$ cat src/rtl/eq_seq_pkg.sv
package eq_seq_pkg;

  typedef enum logic [2:0] {
    EQ_IDLE = 3'd0,
    EQ_PH1  = 3'd1,
    EQ_PH2  = 3'd2,
    EQ_PH3  = 3'd3,
    EQ_LOCK = 3'd4
  } eqState_t;

  typedef struct packed {
    logic clrCnt;
    logic incIter;
    logic setFail;
    logic clrFail;
  } ctrlStrobe_t;

  localparam logic [1:0] EC_NONE = 2'b00;
  localparam logic [1:0] EC_PH1  = 2'b01;
  localparam logic [1:0] EC_PH2  = 2'b10;
  localparam logic [1:0] EC_PH3  = 2'b11;

endpackage

$ cat src/rtl/eq_seq_dp.sv
module eq_seq_dp
  import eq_seq_pkg::*;
#(
  parameter int MAX_ITER = 8,
  parameter int TIMEOUT  = 1000
) (
  input  logic        clk,
  input  logic        rst,
  input  ctrlStrobe_t strb,
  output logic        iterLast,
  output logic        timeUp,
  output logic        coefReq,
  output logic        eqFail
);
  localparam int ITER_W = (MAX_ITER > 1) ? $clog2(MAX_ITER) : 1;
  localparam int TIME_W = (TIMEOUT > 1) ? $clog2(TIMEOUT) : 1;
  localparam logic [ITER_W-1:0] ITER_END = ITER_W'(MAX_ITER - 1);
  localparam logic [TIME_W-1:0] TIME_END = TIME_W'(TIMEOUT - 1);

  logic [ITER_W-1:0] iterCnt;
  logic [TIME_W-1:0] cycleCnt;

  always_ff @(posedge clk) begin
    if (rst) begin
      iterCnt  <= '0;
      cycleCnt <= '0;
      coefReq  <= 1'b0;
      eqFail   <= 1'b0;
    end else begin
      coefReq <= strb.incIter;
      if (strb.clrCnt) begin
        iterCnt  <= '0;
        cycleCnt <= '0;
      end else begin
        cycleCnt <= cycleCnt + 1'b1;
        if (strb.incIter) iterCnt <= iterCnt + 1'b1;
      end
      if (strb.clrFail)      eqFail <= 1'b0;
      else if (strb.setFail) eqFail <= 1'b1;
    end
  end

  assign iterLast = (iterCnt == ITER_END);
  assign timeUp   = (cycleCnt == TIME_END);

  // failed-evaluation count never reaches the budget
  p_iter_bound_r8: assert property (@(posedge clk) disable iff (rst)
    iterCnt <= ITER_END);

  // phase timer never passes the timeout
  p_timer_bound_r9: assert property (@(posedge clk) disable iff (rst)
    cycleCnt <= TIME_END);

endmodule

$ cat src/rtl/eq_seq_ctrl.sv
module eq_seq_ctrl
  import eq_seq_pkg::*;
(
  input  logic        clk,
  input  logic        rst,
  input  logic        start,
  input  logic        isRootPort,
  input  logic        ph3Disable,
  input  logic        ph1Done,
  input  logic        evalValid,
  input  logic        evalPass,
  input  logic        rateDown,
  input  logic        iterLast,
  input  logic        timeUp,
  output ctrlStrobe_t strb,
  output logic [1:0]  ecField,
  output logic        inRcvrLock,
  output logic        aeqEnable
);
  eqState_t state, nextState;
  logic ph3Allowed;
  logic evalGood;
  logic evalBad;

  assign ph3Allowed = !(isRootPort && ph3Disable);
  assign evalGood   = evalValid && evalPass;
  assign evalBad    = evalValid && !evalPass;

  always_comb begin
    nextState = state;
    strb      = '0;
    unique case (state)
      EQ_IDLE, EQ_LOCK: begin
        if (start) begin
          nextState    = EQ_PH1;
          strb.clrFail = 1'b1;
        end
      end
      EQ_PH1: begin
        if (ph1Done) begin
          nextState = EQ_PH2;
        end else if (timeUp) begin
          nextState    = EQ_LOCK;
          strb.setFail = 1'b1;
        end
      end
      EQ_PH2, EQ_PH3: begin
        if (evalGood) begin
          nextState = (state == EQ_PH2 && ph3Allowed) ? EQ_PH3 : EQ_LOCK;
        end else if ((evalBad && iterLast) || timeUp) begin
          nextState    = EQ_LOCK;
          strb.setFail = 1'b1;
        end else if (evalBad) begin
          strb.incIter = 1'b1;
        end
      end
      default: nextState = EQ_IDLE;
    endcase
    strb.clrCnt = (nextState != state) || (state == EQ_IDLE) || (state == EQ_LOCK);
  end

  always_ff @(posedge clk) begin
    if (rst) state <= EQ_IDLE;
    else     state <= nextState;
  end

  always_comb begin
    unique case (state)
      EQ_PH1:  ecField = EC_PH1;
      EQ_PH2:  ecField = EC_PH2;
      EQ_PH3:  ecField = EC_PH3;
      default: ecField = EC_NONE;
    endcase
  end

  assign inRcvrLock = (state == EQ_LOCK);
  assign aeqEnable  = !rateDown &&
                      (((state == EQ_PH2) && !isRootPort) ||
                       ((state == EQ_PH3) &&  isRootPort));

  // start from idle reaches Phase 1 on the next edge
  p_start_ph1_r2: assert property (@(posedge clk) disable iff (rst)
    (state == EQ_IDLE && start) |=> (ecField == EC_PH1));

  // recovery state held while start stays low
  p_lock_hold_r12: assert property (@(posedge clk) disable iff (rst)
    (inRcvrLock && !start) |=> inRcvrLock);

  // Phase 2 can only be entered from Phase 1
  p_ph2_entry_r3: assert property (@(posedge clk) disable iff (rst)
    $rose(ecField == EC_PH2) |-> $past(state == EQ_PH1));

endmodule

$ cat src/rtl/eq_phase_seq.sv
module eq_phase_seq
  import eq_seq_pkg::*;
#(
  parameter int MAX_ITER = 8,
  parameter int TIMEOUT  = 1000
) (
  input  logic       clk,
  input  logic       rst,
  input  logic       start,
  input  logic       isRootPort,
  input  logic       ph3Disable,
  input  logic       ph1Done,
  input  logic       evalValid,
  input  logic       evalPass,
  input  logic       rateDown,
  output logic [1:0] ecField,
  output logic       inRcvrLock,
  output logic       aeqEnable,
  output logic       coefReq,
  output logic       eqFail
);
  ctrlStrobe_t strb;
  logic iterLast;
  logic timeUp;

  eq_seq_ctrl u_ctrl (
    .clk        (clk),
    .rst        (rst),
    .start      (start),
    .isRootPort (isRootPort),
    .ph3Disable (ph3Disable),
    .ph1Done    (ph1Done),
    .evalValid  (evalValid),
    .evalPass   (evalPass),
    .rateDown   (rateDown),
    .iterLast   (iterLast),
    .timeUp     (timeUp),
    .strb       (strb),
    .ecField    (ecField),
    .inRcvrLock (inRcvrLock),
    .aeqEnable  (aeqEnable)
  );

  eq_seq_dp #(
    .MAX_ITER (MAX_ITER),
    .TIMEOUT  (TIMEOUT)
  ) u_dp (
    .clk      (clk),
    .rst      (rst),
    .strb     (strb),
    .iterLast (iterLast),
    .timeUp   (timeUp),
    .coefReq  (coefReq),
    .eqFail   (eqFail)
  );

  // coefficient requests appear only inside an evaluating phase
  p_coef_in_phase_r4: assert property (@(posedge clk) disable iff (rst)
    coefReq |-> ecField[1]);

  // a failure flag only rises together with entry to recovery
  p_fail_exit_r8: assert property (@(posedge clk) disable iff (rst)
    $rose(eqFail) |-> inRcvrLock);

  // adaptive equalization only during Phase 2 or Phase 3
  p_aeq_phase_r10: assert property (@(posedge clk) disable iff (rst)
    aeqEnable |-> ecField[1]);

  // recovery state always sends a zero control field
  p_lock_ec_r7: assert property (@(posedge clk) disable iff (rst)
    inRcvrLock |-> (ecField == 2'b00));

endmodule

$ cat config.mk
export PLATFORM = sky130hd
export DESIGN_NAME = eq_phase_seq
export DESIGN_NICKNAME = d
export VERILOG_FILES = /design/src/rtl/eq_seq_pkg.sv /design/src/rtl/eq_seq_dp.sv /design/src/rtl/eq_seq_ctrl.sv /design/src/rtl/eq_phase_seq.sv
export SDC_FILE = /design/constraint.sdc
export NUM_CORES = 1
export LEC_CHECK = 0
export BUFFER_PORTS_ARGS = -buffer_cell sky130_fd_sc_hd__buf_2
export CAP_MARGIN = 20
export CORE_UTILIZATION = 57
export CTS_BUF_LIST = sky130_fd_sc_hd__clkbuf_4
export CTS_CLUSTER_DIAMETER = 150
export DETAILED_ROUTE_END_ITERATION = 8
export PLACE_DENSITY = 0.81
export SYNTH_ARGS = -nofsm -noshare
export SYNTH_HDL_FRONTEND = slang
export SYNTH_HIERARCHICAL = 1
export SYNTH_SLANG_ARGS = --single-unit
$ cat constraint.sdc
create_clock -name clk -period 2.65 [get_ports clk]
set_input_delay 0.1325 -clock clk [delete_from_list [all_inputs] [get_ports clk]]
set_output_delay 0.1325 -clock clk [all_outputs]
set_load 0.005 [all_outputs]
==> results summary <==
The residual overflow from global routing came out at 0. After technology mapping, the gate count stands at 102. For this run, the post-layout net count is 131.

The number of antenna repair diodes came out at 0. The number of fillers in the final layout is 127. The remaining max-slew budget at the tightest pin came out at 73.01%.

The total wirelength of the detailed-routed design came out at 1.761 mm. CTS built an H-tree with a depth of 1. The design draws 0.0004577 W.

Buffers added to address setup during post-CTS repair amount to 0. The number of nets in the synthesized netlist is 114. The ratio of routed vias to standard cells is 6.052. After synthesis, the netlist uses 38 different library cells. The fraction of synthesized cell area taken by the top area cell type is 39.72%.

Sequential cells were found to cover 39.72% of the synthesized design area. Walking the worst path, the cells encountered are ha_1, nand4b_1, nor3_1, inv_1, and3_1, a31oi_1, or2_2, nor2_1. The cell sitting at the root of the clock tree is a sky130_fd_sc_hd__clkbuf_4. The most used flip-flop cell after synthesis is sky130_fd_sc_hd__dfxtp_1. During placement, the flow inserted port buffers numbering 14. In the final layout, the multi-input gates occupy 509.2 sq um. The worst stage delay on the critical path came out at 0.40 ns. The ratio of cells with drive above 1 in the final layout came out at 19.49%. The chip height came out at 41.89 microns.

The flow ran to the end, and the final reports show no timing, DRC or antenna violations. The number of pins exceeding their max-slew limit in the final report is 0. The number of vias in the routed layout is 811. TritonCTS built the clock tree. In this run the power density over the cells is 453.9 nW/um^2. Leaving out fill and tap cells, the most frequent cell in the layout is sky130_fd_sc_hd__dfxtp_1. The path class of the tightest hold or removal check is in2reg.

The data arrival time of the critical path came out at 2.16 ns. The count of final hold-check violations is 0. The finished layout cell area is 1008 sq um. The number of remaining DRC errors is 0. The clock slew at the register clock pins of the worst setup and hold paths is 0.10 ns. The post-DP HPWL came out at 1.349 mm.

Across every metal layer, demand over resource in global routing totals 22.59%. For this design the static power due to leakage is 0.3761 nW. The via count of the first global-routing pass was 740. At the pin with the least slew margin, the transition time is 0.3992 ns.

Of all cell types, the one taking the most synthesized area is sky130_fd_sc_hd__dfxtp_1. The register bit count reported by yosys came out at 18. The number of resized instances in the post-cts repair step is 0. The instance area after placement came out at 982.2 sq um. The maximum number of pins on one net before global-route repair is 12.

The number of enable-type register cells in the synthesized netlist is 0. The worst supply voltage drop on vdd is 0.3297 mV. The floorplan step defined a die boundary enclosing 1755 sq um. The average instance in the mapped netlist occupies 8.893 sq um. Routability-driven placement finished with a final weighted congestion of 0.9399. The final setup violation count came out at 0.

Of all nets on the critical path, the largest fanout is 11. The storage element area is 360.3 sq um. The horizontal die dimension came out at 41.89 microns. The clock latency on the worst-skew pair is 0.29 ns. The startpoint type of the worst setup path is a flip-flop. The core box area came out at 1489 sq um. The aggregate negative setup slack came out at 0 ns. Max-cap violations in this run came to 0. The maximum clock path buffer count is 2. After detailed routing, the average wire length per cell comes to 13.14 microns.

The final clock skew came out at 0.001613 ns. The post-synthesis cell area came out at 907.1 sq um. The number of violations reported at the end of detailed-routing iteration 0 is 11. Derived from the worst setup path, the maximum achievable clock frequency is 504.7 MHz. The initial antenna violation count came to 0. Broken down by cell family, the worst path's largest delay share belongs to simple AND/OR/NAND/NOR gates. The number of sinks driven by the clock tree came out at 18. The worst endpoint required time came out at 2.83 ns.

The total instance count after detailed placement is 130. The critical path is of the reg2reg type. The endpoint kind of the worst setup timing path is a flip-flop. Leaving out filler cells and counting taps, the final layout contains 134. Together, buffers and inverters on the worst path number 1. For this run, the number of Yosys warnings is 6. Setup repair after global routing left no endpoint under its margin. The top cell types in the final layout, fill and taps aside, are sky130_fd_sc_hd__dfxtp_1, sky130_fd_sc_hd__buf_2, sky130_fd_sc_hd__nor2_1. Subtracting the final worst setup slack from the clock period gives 1.981 ns.

In this run, CTS created clock tree buffers numbering 3. The final critical path takes up 74.77% of the cycle. The post-synthesis to final-layout area growth came out at 11.17%.

The worst slack at placement came out at 0.7028 ns. The cell row count came out at 14. The number of primary I/O pins came out at 15.

In the post-synthesis netlist, the biggest area contributors are sky130_fd_sc_hd__dfxtp_1, sky130_fd_sc_hd__ha_1, sky130_fd_sc_hd__nor2_1, sky130_fd_sc_hd__nand4_1, sky130_fd_sc_hd__a21oi_1. The pre-antenna-repair detailed-routing pass consisted of 4 iterations. The remaining antenna violation count is 0. The async set or reset register ratio after synthesis came out at 0%. The first-pass GRT wire length came out at 3.049 mm. The cell at the slowest stage of the critical path is sky130_fd_sc_hd__dfxtp_1.

The number of hold-repair buffers added at the cts stage came out at 0. The starting density of the core is 60.92%. The worst setup margin came out at 0.6685 ns.
-- final timing paths --
kind	start	endpoint	slack [ns]	cells after the start
setup / recovery	u_dp/cycleCnt[0]	u_dp/cycleCnt[4]	0.67	8
hold / removal	rst	u_ctrl/state[0]	0.09	2
setup reg to reg	u_dp/cycleCnt[0]	u_dp/cycleCnt[4]	0.67	8
hold reg to reg	u_dp/cycleCnt[0]	u_dp/cycleCnt[0]	0.49	1
-- metal layers --
layer  wire length, microns  up-vias  global-route usage, %
met5                      0        -                      0
met4                     30        0                  9.677
met3                     74        4                  3.913
met2                    836       25                  37.81
met1                    820      377                  28.37
li1                       -      405                      -
-- registers in the layout (all words and copies together), names as in the netlist --
register,cells
u_dp/eqFail,1
u_dp/coefReq,1
u_ctrl/state,3
u_dp/iterCnt,3
u_dp/cycleCnt,10
-- cell type report --
type                       instances  area share (%)
clock buffer                       3           2.233
inverter                           6           2.233
sequential                        18           35.73
timing repair buffer              14           6.948
clock inverter                     1          0.3722
multi-input combinational         76           50.50
tap                               16           1.985
-- power by group --
part           leakage [nW]  switching, W  internal [W]  total (W)
registers             0.145    0.00000724      0.000274   0.000281
clock network        0.0154     0.0000813     0.0000547   0.000136
logic                 0.215     0.0000218     0.0000188  0.0000406
total                 0.376      0.000110      0.000347   0.000458
-- cells in the mapped netlist, types with 2 or more instances --
cell and instances:
sky130_fd_sc_hd__or3_1 2, sky130_fd_sc_hd__nor3b_1 2, sky130_fd_sc_hd__nand3_1 2, sky130_fd_sc_hd__ha_1 3
sky130_fd_sc_hd__nor2_1 10, sky130_fd_sc_hd__o31ai_1 3, sky130_fd_sc_hd__dfxtp_1 18, sky130_fd_sc_hd__a21oi_1 6
sky130_fd_sc_hd__nor3_1 5, sky130_fd_sc_hd__a31oi_1 3, sky130_fd_sc_hd__o21ai_0 3, sky130_fd_sc_hd__inv_1 6
sky130_fd_sc_hd__or4_1 2, sky130_fd_sc_hd__nand4_1 5, sky130_fd_sc_hd__nand2_1 3, sky130_fd_sc_hd__xor2_1 2
sky130_fd_sc_hd__o21ai_1 2, sky130_fd_sc_hd__nor2b_1 2, sky130_fd_sc_hd__mux2i_1 2, sky130_fd_sc_hd__xnor2_1 3
-- kinds of logic (layout without fill, tap and decap cells) --
group                    after synthesis  after routing  share of synthesized area [%]
adder cells (fa/ha/maj)                3              3                          4.138
flip-flops                            18             18                          39.72
AO/OA/AOI/OAI                         21             21                          14.48
buffers and inverters                  8             24                          4.137
AND/OR/NAND/NOR                       45             45                          30.48
multiplexers                           2              2                          2.207
XOR/XNOR                               5              5                          4.828
-- per-stage QoR --
step / utilization (%) / hold slack (ns)
floorplan: - / 0.2019
global placement: 65.97 / 0.3943
detailed placement: 65.97 / 0.4012
CTS: 67.73 / 0.08443
global route: 67.73 / 0.09267
finish: 67.73 / 0.09253
(Power assumes the default switching activity.)
